$ cat config.mk
export PLATFORM = sky130hd
export DESIGN_NAME = guard_timer
export DESIGN_NICKNAME = d
export VERILOG_FILES = /design/src/rtl/guard_timer_pkg.sv /design/src/rtl/guard_timer_ctl.sv /design/src/rtl/guard_timer_cnt.sv /design/src/rtl/guard_timer.sv
export SDC_FILE = /design/constraint.sdc
export NUM_CORES = 1
export LEC_CHECK = 0
export CORE_AREA = 2 2 56 69
export DETAILED_ROUTE_END_ITERATION = 16
export DIE_AREA = 0 0 58 71
export PLACE_DENSITY = 0.72
export SLEW_MARGIN = 20
export SYNTH_ARGS = -nofsm -noshare
export SYNTH_HDL_FRONTEND = slang
export SYNTH_SLANG_ARGS = --single-unit
$ cat constraint.sdc
create_clock -name clk -period 4.5 [get_ports clk]
set_input_delay 0.45 -clock clk [delete_from_list [all_inputs] [get_ports clk]]
set_output_delay 0.45 -clock clk [all_outputs]
set_load 0.005 [all_outputs]
$ cat src/rtl/guard_timer_pkg.sv
package guard_timer_pkg;
  typedef enum logic [1:0] {
    OP_NONE,
    OP_OPEN,
    OP_COMMIT,
    OP_PLAIN
  } wr_op_e;

  function automatic int unsigned span_ticks(input int unsigned base_exp,
                                             input int unsigned span);
    return 32'd1 << (base_exp + span);
  endfunction

  function automatic wr_op_e classify(input logic we, input logic run_bit,
                                      input logic unl_bit, input logic win_open);
    if (!we)                   return OP_NONE;
    if (unl_bit && run_bit)    return OP_OPEN;
    if (!unl_bit && win_open)  return OP_COMMIT;
    if (!unl_bit)              return OP_PLAIN;
    return OP_NONE;
  endfunction
endpackage

$ cat src/rtl/guard_timer_ctl.sv
module guard_timer_ctl #(
  parameter int SPAN_W = 3,
  parameter int WIN    = 4,
  localparam int REG_W = 2 + SPAN_W,
  localparam int WIN_W = $clog2(WIN + 1)
) (
  input  logic              clk,
  input  logic              rst_n,
  input  logic              wr_en,
  input  logic [REG_W-1:0]  wr_data,
  output logic              run,
  output logic              unl,
  output logic [SPAN_W-1:0] span,
  output logic              win_last,
  output logic              unlock_hit
);
  import guard_timer_pkg::*;

  logic [WIN_W-1:0] left_q;
  wr_op_e           op;

  assign op         = classify(wr_en, wr_data[0], wr_data[1], unl);
  assign unlock_hit = (op == OP_OPEN);
  assign win_last   = unl && (left_q == WIN_W'(1));

  always_ff @(posedge clk or negedge rst_n) begin
    if (!rst_n) begin
      run    <= 1'b0;
      unl    <= 1'b0;
      span   <= '0;
      left_q <= '0;
    end else begin
      case (op)
        OP_OPEN: begin
          run    <= 1'b1;
          unl    <= 1'b1;
          left_q <= WIN_W'(WIN);
        end
        OP_COMMIT: begin
          run    <= wr_data[0];
          span   <= wr_data[REG_W-1:2];
          unl    <= 1'b0;
          left_q <= '0;
        end
        default: begin
          if (op == OP_PLAIN && wr_data[0]) run <= 1'b1;
          if (unl) begin
            left_q <= left_q - WIN_W'(1);
            if (win_last) unl <= 1'b0;
          end
        end
      endcase
    end
  end
endmodule

$ cat src/rtl/guard_timer_cnt.sv
module guard_timer_cnt #(
  parameter int SPAN_W   = 3,
  parameter int BASE_EXP = 10,
  localparam int CNT_W   = BASE_EXP + (1 << SPAN_W) - 1
) (
  input  logic              clk,
  input  logic              rst_n,
  input  logic              tick,
  input  logic              run,
  input  logic              restart,
  input  logic [SPAN_W-1:0] span,
  output logic              expire,
  output logic              bite
);
  import guard_timer_pkg::*;

  logic [CNT_W-1:0] cnt_q;
  logic             at_end;

  assign at_end = (cnt_q == CNT_W'(span_ticks(BASE_EXP, span) - 1));
  assign expire = run && tick && !restart && at_end;

  always_ff @(posedge clk or negedge rst_n) begin
    if (!rst_n) begin
      cnt_q <= '0;
      bite  <= 1'b0;
    end else begin
      bite <= expire;
      if (restart || !run)  cnt_q <= '0;
      else if (tick)        cnt_q <= at_end ? '0 : cnt_q + CNT_W'(1);
    end
  end
endmodule

$ cat src/rtl/guard_timer.sv
module guard_timer #(
  parameter int SPAN_W   = 3,
  parameter int BASE_EXP = 10,
  parameter int WIN      = 4,
  localparam int REG_W   = 2 + SPAN_W
) (
  input  logic             clk,
  input  logic             rst_n,
  input  logic             tick,
  input  logic             kick,
  input  logic             wr_en,
  input  logic [REG_W-1:0] wr_data,
  output logic [REG_W-1:0] ctl_rd,
  output logic             bite
);
  logic              run;
  logic              unl;
  logic [SPAN_W-1:0] span;
  logic              win_last;
  logic              unlock_hit;
  logic              restart;
  logic              expire;

  assign restart = kick || wr_en;
  assign ctl_rd  = {span, unl, run};

  guard_timer_ctl #(.SPAN_W(SPAN_W), .WIN(WIN)) u_ctl (
    .clk(clk), .rst_n(rst_n), .wr_en(wr_en), .wr_data(wr_data),
    .run(run), .unl(unl), .span(span),
    .win_last(win_last), .unlock_hit(unlock_hit)
  );

  guard_timer_cnt #(.SPAN_W(SPAN_W), .BASE_EXP(BASE_EXP)) u_cnt (
    .clk(clk), .rst_n(rst_n), .tick(tick), .run(run), .restart(restart),
    .span(span), .expire(expire), .bite(bite)
  );
endmodule

==> key figures, run 1 <==
Status
  • Status: completed

Power
  • VDD IR max: 259 µV
  • PwrDens: 385 nW/µm²
  • Leak pwr: 0.794 nW
  • Tot Pwr: 752 µW

Layout
  • ANT cells: 0
  • Fillers: 315
  • Synth-to-layout area growth: 12.9%
  • Footprint of the multi-input gates: 1010 µm²
  • Share of cells above drive strength 1: 0.126
  • Fin nets: 219
  • Storage element area: 651 µm²

Synthesis
  • Main synth FF type: dfrtp_1
  • Area leader, netlist: dfrtp_1
  • Syn Inst Count: 187
  • Unique masters post-synth: 39
  • Synth area leaders: dfrtp_1, ha_1, nor4_2
  • Ys async rst share: 1.00
  • Syn_nets: 206
  • Top cells by count, synth: dfrtp_1, nand2_1, nor2_1, nand3_1
  • Top-count cell post-synth: dfrtp_1
  • Seq/Total Area, Yosys: 0.376
  • Yosys warns: 0
  • Post-Syn Area per Cell: 9.25 µm²
  • Post-synth EDFFs: 0
  • FF+latch count, synth: 26
  • Cell area after synthesis: 1730 µm²
  • Share of the synthesized area in the top cell type: 0.376

Timing
  • Unrepaired setup endpoints after global routing: false
  • Setup-failing EPs final: 0
  • Final-report max-slew violation count: 0
  • Final Hold Fails: 0
  • Slew margin rel.: 0.410
  • Period minus WS final: 2.49 ns
  • Post-route clock period utilization: 0.553
  • Fmax: 402 MHz
  • Slew @ Worst Pin: 0.882 ns
  • Final Skew: 0.00807 ns
  • Fin Setup TNS: 0 ns

Die
  • DIE AREA: 4120 µm²
  • Die height: 71 µm
  • Die Wd: 58 µm
  • FP Rows: 24
  • Initial Util: 0.497
  • Num ports: 16
  • Total core area: 3480 µm²

Place
  • Port bufs: 15
  • GP Congestion: 0.824
  • DPL Wire Length: 2560 µm

Critical path
  • Crit-path slowest cell: dfrtp_1
  • Buf+Inv Stages, Crit Path: 1
  • Crit-path max cell delay: 0.64 ns
  • CP delay by family, top: flip-flops
  • CP required: 4.62 ns
  • Crit-path cells: inv_1, ha_1, nor4b_4, xnor2_1, xnor2_1, o2111ai_2, nand3_1, a21oi_1
  • Most frequent CP cell: xnor2_1
  • CP max FO: 13
  • Crit path DAT: 2.61 ns
  • CP Capture Type: flip-flop
  • Startpoint Class: flip-flop
  • WS Path Type: reg2reg

Clocking
  • CTS Root Cell: clkbuf_8
  • Resize count post-CTS: 0
  • H-tree depth: 1
  • CTS Hold Bufs: 0
  • Setup Buffers After CTS: 0
  • TritonCTS clock tree: done
  • Clock transition at path regs: 0.09 ns
  • Clk Latency, worst-skew pair: 0.27 ns
  • Clock Sinks: 26
  • Maximum clock path buffer count: 2
  • TritonCTS Buffers: 3

Detailed routing
  • Vias per cell: 5.81
  • DRC violation total after the first TritonRoute iteration: 62
  • DRC viols: 0
  • DR WL/cell: 14.9 µm
  • Drt pass-1 iters: 4
  • Total Wirelength: 3540 µm
  • Final ANT Viol Nets: 0
  • Via count: 1382

Global route
  • First-pass GRT wire length: 6140 µm
  • Global Route Usage Sum: 0.187
  • Largest net degree at the start of global routing: 27
  • Remaining global-route overflow: 0
  • Vias in the first global route: 1405
  • Initial antenna violation count: 0

Run
  • Max Cap Viol: 0

Min path
  • Min-delay worst type: reg2reg
[path summary, 6_finish.rpt]
check | startpoint | end | slack [ns] | cells past startpoint
worst max-delay path | u_ctl.span[1] | u_cnt.cnt_q[1] | 2.01 | 8
worst min-delay path | u_ctl.run | u_ctl.run | 0.51 | 2
worst max register to register | u_ctl.span[1] | u_cnt.cnt_q[1] | 2.01 | 8
worst min register to register | u_ctl.run | u_ctl.run | 0.51 | 2
max in group asynchronous | rst_n | u_cnt.cnt_q[16] | 3.71 | 2
min in group asynchronous | rst_n | u_cnt.cnt_q[9] | 0.53 | 2
[power by group]
part / switching (mW) / leakage [nW] / total [mW] / internal, mW
clock: 0.0729 / 0.0288 / 0.151 / 0.0782
combinational: 0.144 / 0.422 / 0.292 / 0.148
sequential: 0.0476 / 0.344 / 0.309 / 0.261
total: 0.265 / 0.794 / 0.752 / 0.488
[layout by cell type (no fill, tap or decap), drive strengths merged]
cell	instances
nor2b	2
and2	1
nand3	15
a21oi	8
clkdlybuf4s50	15
nand2b	2
nand4	5
nor4b	2
mux2i	6
o21ai	4
ha	9
o31ai	1
nor2	21
a211oi	3
nor4	7
or2b	1
buf	1
xor2	6
mux2	4
a31oi	1
and3	5
xnor2	6
nand3b	4
a221o	1
o2111a	1
nand2	22
o2111ai	1
and4bb	1
dfrtp	26
nor3	4
and4	1
inv	9
clkbuf	4
[tightest hold or removal path: stages, from the launching register on]
cell and delay [ns]:
dfrtp_1 0.37, nand2_1 0.06, nand2_1 0.06
[layer usage]
layer	GRT usage	routed length [µm]	up-vias
met1	0.226	1560	682
met4	0.0543	31	0
met5	0	0	-
met2	0.333	1890	20
li1	-	-	675
met3	0.0311	65	5
[flip-flops by register name, summed over array words and instances (netlist names)]
register	cells
u_cnt.cnt_q	17
u_ctl.run	1
u_ctl.span	3
u_ctl.unl	1
u_ctl.left_q	3
u_cnt.bite	1
[cell type report]
| class | instances | area share |
|---|---|---|
| clock buffers | 4 | 0.0282 |
| multi-input cells | 144 | 0.516 |
| repair buffers | 16 | 0.0807 |
| inverters | 9 | 0.0173 |
| flip-flops and latches | 26 | 0.333 |
| well taps | 39 | 0.0250 |
[cell families after synthesis]
family                   synth area share
AO/OA/AOI/OAI                      0.0831
multiplexers                       0.0607
buffers and inverters              0.0419
AND/OR/NAND/NOR                     0.312
adder cells (fa/ha/maj)            0.0651
XOR/XNOR                           0.0607
flip-flops                          0.376
[metrics by stage]
| step | instances | hold WS [ns] | area, µm² | worst slack [ns] | util |
|---|---|---|---|---|---|
| 6_report | 238 | 0.514 | 1950 | 2.01 | 0.561 |
| 2_1_floorplan | 187 | 0.154 | 1730 | 2.36 | - |
| 3_5_place_dp | 234 | 0.498 | 1900 | 2.02 | 0.545 |
| 5_1_grt | 238 | 0.562 | 1950 | 1.83 | 0.561 |
| 4_1_cts | 238 | 0.520 | 1950 | 2.00 | 0.561 |
| 3_3_place_gp | 234 | 0.485 | 1900 | 2.17 | 0.545 |
Note: power is estimated with default switching activity, not from simulation.
==> run 2: changes to the inputs <==
Settings changed: CORE_AREA 2 2 56 69 to 2 2 57 69, DIE_AREA 0 0 58 71 to 0 0 59 71, PLACE_DENSITY 0.72 to 0.74.
Clock period 4.5 ns to 2.07 ns, I/O delays scaled along.
==> run 2 against run 1 <==
Net effect: final cell count up 5.0%; clock skew is 0.0017 ns lower; clock-buffer cell count did not move; worst hold slack lost 0.23 ns; total power grew 150%; cell area up 7.5%; setup slack got worse by 2.0 ns; combinational power increased to 2.9 times the previous value.
==> key figures, run 2 (synthesized netlist as in run 1, its figures left out) <==
Clocking
  • CTS Hold Bufs: 0 (unchanged)
  • Clock transition at path regs: 0.09 ns (about the same)
  • TritonCTS Buffers: 3 (unchanged)
  • H-tree depth: 1 (unchanged)
  • Clock Sinks: 26 (unchanged)
  • CTS Root Cell: clkbuf_8 (unchanged)
  • Clk Latency, worst-skew pair: 0.28 ns (was 0.27 ns)
  • TritonCTS clock tree: done (unchanged)
  • Maximum clock path buffer count: 2 (unchanged)

Global route
  • Remaining global-route overflow: 0 (unchanged)
  • Global Route Usage Sum: 0.191 (was 0.187)
  • Vias in the first global route: 1365 (was 1405)
  • Largest net degree at the start of global routing: 27 (unchanged)
  • First-pass GRT wire length: 6140 µm (unchanged)
  • Initial antenna violation count: 0 (unchanged)

Power
  • VDD IR max: 466 µV (was 259 µV)
  • Tot Pwr: 1.85 mW (was 752 µW)
  • PwrDens: 881 nW/µm² (was 385 nW/µm²)
  • Leak pwr: 0.854 nW (was 0.794 nW)

Run
  • Max Cap Viol: 0 (unchanged)

Status
  • Status: completed (unchanged)

Critical path
  • Most frequent CP cell: xnor2_1 (unchanged)
  • WS Path Type: reg2reg (unchanged)
  • Crit-path slowest cell: dfrtp_2 (was dfrtp_1)
  • Crit-path cells: inv_2, ha_4, nor4b_4, xnor2_1, xnor2_1, o2111a_2, nor4_2 (was inv_1, ha_1, nor4b_4, xnor2_1, xnor2_1, o2111ai_2, nand3_1, a21oi_1)
  • Crit path DAT: 2.21 ns (was 2.61 ns)
  • Startpoint Class: flip-flop (unchanged)
  • CP max FO: 8 (was 13)
  • CP Capture Type: flip-flop (unchanged)
  • Crit-path max cell delay: 0.46 ns (was 0.64 ns)
  • CP required: 2.23 ns (was 4.62 ns)

Place
  • GP Congestion: 0.787 (was 0.824)
  • DPL Wire Length: 2530 µm (was 2560 µm)
  • Port bufs: 15 (unchanged)

Die
  • Initial Util: 0.488 (was 0.497)
  • Die height: 71 µm (unchanged)
  • FP Rows: 24 (unchanged)
  • Total core area: 3540 µm² (was 3480 µm²)
  • Die Wd: 59 µm (was 58 µm)
  • Num ports: 16 (unchanged)
  • DIE AREA: 4190 µm² (was 4120 µm²)

Layout
  • Fin nets: 231 (was 219)
  • Storage element area: 653 µm² (was 651 µm²)
  • Top Registers: u_cnt.cnt_q: 17 flops, u_ctl.left_q: 3 flops, u_ctl.span: 3 flops (unchanged)
  • Fillers: 311 (was 315)
  • Commonest non-fill, non-tap cell in the layout: dfrtp_1 (unchanged)
  • Final Util: 0.593 (was 0.561)
  • Reg with most FFs: u_cnt.cnt_q (unchanged)
  • Leading cell types in the layout, fill and taps excluded: dfrtp_1, nand2_1, nor2_1 (unchanged)
  • ANT cells: 0 (unchanged)
  • Share of cells above drive strength 1: 0.213 (was 0.126)
  • Synth-to-layout area growth: 21.3% (was 12.9%)
  • Max FFs per register: 17 (unchanged)
  • Footprint of the multi-input gates: 1060 µm² (was 1010 µm²)

Detailed routing
  • Final ANT Viol Nets: 0 (unchanged)
  • DRC violation total after the first TritonRoute iteration: 37 (was 62)
  • Drt pass-1 iters: 4 (unchanged)
  • Vias per cell: 5.59 (was 5.81)
  • Via count: 1398 (was 1382)
  • DRC viols: 0 (unchanged)
  • Total Wirelength: 3520 µm (was 3540 µm)
  • DR WL/cell: 14.1 µm (was 14.9 µm)

Timing
  • Fmax: 489 MHz (was 402 MHz)
  • Period minus WS final: 2.04 ns (was 2.49 ns)
  • Final Skew: 0.00635 ns (was 0.00807 ns)
  • Final Hold Fails: 0 (unchanged)
  • Post-route clock period utilization: 0.987 (was 0.553)
  • Setup-failing EPs final: 0 (unchanged)
  • Unrepaired setup endpoints after global routing: true (was false)
  • Slew @ Worst Pin: 0.331 ns (was 0.882 ns)
  • Slew margin rel.: 0.779 (was 0.410)
  • Final-report max-slew violation count: 0 (unchanged)

Min path
  • Min-delay worst type: in2async (was reg2reg)
[run 2: cell count changes in the layout (fill, tap and decap cells not counted), sizes merged]
| cell | delta |
|---|---|
| buf | +12 |
[run 2: per-stage QoR]
step | setup slack (ns) | hold slack, ns | std cells | area, µm² | setup TNS (ns)
after floorplan | 0.0452 | -0.0886 | 187 | 1730 | 0
after global placement | 0.0662 | 0.490 | 245 | 1980 | 0
after detailed placement | 0.00113 | 0.507 | 245 | 1980 | 0
after CTS | 0.00445 | 0.299 | 249 | 2050 | 0
after global routing | -0.0896 | 0.304 | 250 | 2100 | -0.981
final | 0.0267 | 0.287 | 250 | 2100 | 0
[run 2: final timing paths]
| kind | from | end | slack, ns | depth (start not counted) |
|---|---|---|---|---|
| worst max-delay path | u_ctl.span[1] | u_cnt.cnt_q[12] | 0.03 | 7 |
| worst min-delay path | rst_n | u_cnt.cnt_q[4] | 0.29 | 2 |
| worst max register to register | u_ctl.span[1] | u_cnt.cnt_q[12] | 0.03 | 7 |
| worst min register to register | u_ctl.run | u_ctl.run | 0.53 | 2 |
| max in group asynchronous | rst_n | u_ctl.span[2] | 1.50 | 2 |
| min in group clk | wr_data[0] | u_ctl.run | 0.52 | 3 |
[run 2: worst max-delay path: cells and delay by family (launching register included)]
kind            cells  cell delay [ns]
compound gates      1             0.41
buf+inv             1             0.08
xor+xnor            2             0.42
flops               1             0.46
simple gates        2             0.27
fa+ha+maj           1             0.30
[run 2: layout make-up]
type	instances	share of cell area
flip-flops and latches	26	0.311
multi-input cells	144	0.505
well taps	39	0.0232
inverters	9	0.0161
repair buffers	28	0.118
clock buffers	4	0.0262
[run 2: metal layers]
| metal | part of all wire | GRT usage | vias to the layer above |
|---|---|---|---|
| li1 | - | - | 704 |
| met1 | 0.45 | 0.236 | 681 |
| met2 | 0.52 | 0.327 | 8 |
| met3 | 0.014 | 0.0274 | 5 |
| met4 | 0.017 | 0.0808 | 0 |
| met5 | 0 | 0 | - |
[run 2: what timing repair did]
action | 4_1_cts | 5_1_grt
setup endpoints to repair | 2 | 14
gates resized for setup | 1 | 8
pin swaps | 1 | 14
setup buffers | 0 | 1
[run 2: power breakdown]
group / internal (mW) / switching, mW
Clock: 0.170 / 0.160
Combinational: 0.461 / 0.396
Sequential: 0.572 / 0.0896
Total: 1.20 / 0.646
==> run 3: changes to the inputs <==
--- a/config.mk
+++ b/config.mk
@@ -6,7 +6,7 @@
 export NUM_CORES = 1
 export LEC_CHECK = 0
-export CORE_AREA = 2 2 57 69
+export CORE_AREA = 2 2 71 56
 export DETAILED_ROUTE_END_ITERATION = 16
-export DIE_AREA = 0 0 59 71
+export DIE_AREA = 0 0 73 58
 export PLACE_DENSITY = 0.74
 export SLEW_MARGIN = 20
==> constraint.sdc (replaced) <==
create_clock -name clk -period 2.07 [get_ports clk]
set_input_delay 0.414 -clock clk [delete_from_list [all_inputs] [get_ports clk]]
set_output_delay 0.414 -clock clk [all_outputs]
set_load 0.005 [all_outputs]
==> run 3 against run 2 <==
Net effect: clock-buffer cell count stayed put; worst hold slack better by 0.21 ns; combinational power is 0.5% higher; critical endpoint is now u_cnt.cnt_q[11].
==> key figures, run 3 (synthesized netlist as in run 1, its figures left out) <==
Status
  • Status: completed (unchanged)

Run
  • Max Cap Viol: 0 (unchanged)

Global route
  • First-pass GRT wire length: 5800 µm (was 6140 µm)
  • Remaining global-route overflow: 0 (unchanged)
  • Vias in the first global route: 1285 (was 1365)
  • Global Route Usage Sum: 0.174 (was 0.191)
  • Largest net degree at the start of global routing: 27 (unchanged)
  • Initial antenna violation count: 0 (unchanged)

Power
  • PwrDens: 846 nW/µm² (was 881 nW/µm²)
  • Tot Pwr: 1.80 mW (was 1.85 mW)
  • Leak pwr: 0.856 nW (was 0.854 nW)
  • VDD IR max: 474 µV (was 466 µV)

Timing
  • Fmax: 492 MHz (was 489 MHz)
  • Slew @ Worst Pin: 0.327 ns (was 0.331 ns)
  • Fin Setup TNS: 0 ns (unchanged)
  • Final-report max-slew violation count: 0 (unchanged)
  • Unrepaired setup endpoints after global routing: true (unchanged)
  • Period minus WS final: 2.03 ns (was 2.04 ns)
  • Final Hold Fails: 0 (unchanged)
  • Final Skew: 0.0152 ns (was 0.00635 ns)
  • Post-route clock period utilization: 0.983 (was 0.987)
  • Slew margin rel.: 0.782 (was 0.779)
  • Setup-failing EPs final: 0 (unchanged)

Place
  • DPL Wire Length: 2440 µm (was 2530 µm)
  • Cells after DPL: 247 (was 245)
  • Port bufs: 15 (unchanged)
  • GP Congestion: 0.796 (was 0.787)

Layout
  • Fillers: 293 (was 311)
  • Non-Filler Instances: 251 (was 250)
  • ANT cells: 0 (unchanged)
  • Top Registers: u_cnt.cnt_q: 17 flops, u_ctl.left_q: 3 flops, u_ctl.span: 3 flops (unchanged)
  • Leading cell types in the layout, fill and taps excluded: dfrtp_1, nand2_1, nor2_1 (unchanged)
  • Synth-to-layout area growth: 22.9% (was 21.3%)
  • Reg with most FFs: u_cnt.cnt_q (unchanged)
  • Max FFs per register: 17 (unchanged)
  • Share of cells above drive strength 1: 0.215 (was 0.213)
  • Commonest non-fill, non-tap cell in the layout: dfrtp_1 (unchanged)
  • Fin nets: 229 (was 231)

Clocking
  • Setup Buffers After CTS: 0 (unchanged)
  • Clock Sinks: 26 (unchanged)
  • H-tree depth: 1 (unchanged)
  • Maximum clock path buffer count: 2 (unchanged)
  • TritonCTS clock tree: done (unchanged)
  • Clk Latency, worst-skew pair: 0.28 ns (about the same)
  • CTS Hold Bufs: 0 (unchanged)
  • Clock transition at path regs: 0.10 ns (was 0.09 ns)
  • CTS Root Cell: clkbuf_8 (unchanged)
  • TritonCTS Buffers: 3 (unchanged)

Detailed routing
  • Vias per cell: 5.54 (was 5.59)
  • DRC violation total after the first TritonRoute iteration: 71 (was 37)
  • Drt pass-1 iters: 4 (unchanged)
  • Via count: 1390 (was 1398)
  • Final ANT Viol Nets: 0 (unchanged)
  • DRC viols: 0 (unchanged)
  • Total Wirelength: 3360 µm (was 3520 µm)
  • DR WL/cell: 13.4 µm (was 14.1 µm)

Critical path
  • Reg2reg end: u_cnt.cnt_q[11] (was u_cnt.cnt_q[12])
  • R2R setup slack: 0.04 ns (was 0.03 ns)
  • CP required: 2.26 ns (was 2.23 ns)
  • R2R Path Start: u_ctl.span[2] (was u_ctl.span[1])
  • WS Path Type: reg2reg (unchanged)
  • R2R depth: 7 (unchanged)
  • CP max FO: 7 (was 8)
  • CP Capture Type: flip-flop (unchanged)
  • Crit path DAT: 2.23 ns (was 2.21 ns)
  • Startpoint Class: flip-flop (unchanged)

Die
  • Initial Util: 0.489 (was 0.488)
  • DIE AREA: 4230 µm² (was 4190 µm²)
  • Total core area: 3540 µm² (about the same)
  • FP Rows: 19 (was 24)
  • Die Wd: 73 µm (was 59 µm)
  • Num ports: 16 (unchanged)
  • Die height: 58 µm (was 71 µm)

Min path
  • Min-delay worst type: in2async (unchanged)
==> run 3: cell count changes in the layout (fill, tap and decap cells not counted), sizes merged <==
cell  change
buf       -2
==> run 3: layout make-up <==
cell class,instances,area [µm²],area share
Clock buffer,4,45.0,0.0212
Inverter,9,33.8,0.0159
Multi-Input combinational cell,144,1090,0.511
Sequential cell,26,652,0.306
Tap cell,42,52.6,0.0247
Timing Repair Buffer,26,258,0.121
==> run 3: through the flow <==
step                utilization  hold WS (ns)  worst slack (ns)  instance area, µm²
finish                    0.600         0.495            0.0360                2130
global route              0.600         0.547           -0.0201                2130
CTS                       0.586         0.512            0.0131                2080
detailed placement        0.566         0.499           -0.0490                2000
global placement          0.566         0.489           0.00402                2000
floorplan                     -         0.118            0.0452                1730
==> run 3: power by group <==
group / internal (mW) / total (mW) / leakage, nW / switching (mW)
clock network: 0.138 / 0.299 / 0.0228 / 0.161
logic: 0.447 / 0.861 / 0.491 / 0.414
registers: 0.570 / 0.639 / 0.343 / 0.0693
total: 1.15 / 1.80 / 0.856 / 0.644
==> run 3: worst max-delay path by stage <==
stage,cells after the start,from,to
6_report,7,u_ctl.span[2],u_cnt.cnt_q[11]
4_1_cts,7,u_ctl.span[2],u_cnt.cnt_q[15]
3_3_place_gp,8,u_ctl.span[1],u_cnt.cnt_q[7]
2_1_floorplan,8,u_ctl.span[1],u_cnt.cnt_q[7]
5_1_grt,7,u_ctl.span[2],u_cnt.cnt_q[11]
3_5_place_dp,8,u_ctl.span[1],u_cnt.cnt_q[7]
==> run 3: critical path: stages, from the launching register on <==
cell      delay [ns]
dfrtp_1         0.40
buf_4           0.15
ha_2            0.21
nand2b_2        0.20
a211oi_2        0.23
o21ai_2         0.12
o2111a_2        0.36
nor4_2          0.26
==> run 3: routing by layer <==
metal	wire [µm]	track usage	share of wire
met5	0	0	0
met2	1500	0.266	0.45
met1	1720	0.248	0.51
met4	53	0.0503	0.016
met3	86	0.0365	0.026
==> run 3: repair_timing <==
action | 4_1_cts | 5_1_grt
gates resized for setup | 5 | 8
endpoints found under the hold margin | 0 | 0
pin swaps | 2 | 9
endpoints found under the setup margin | 13 | 14
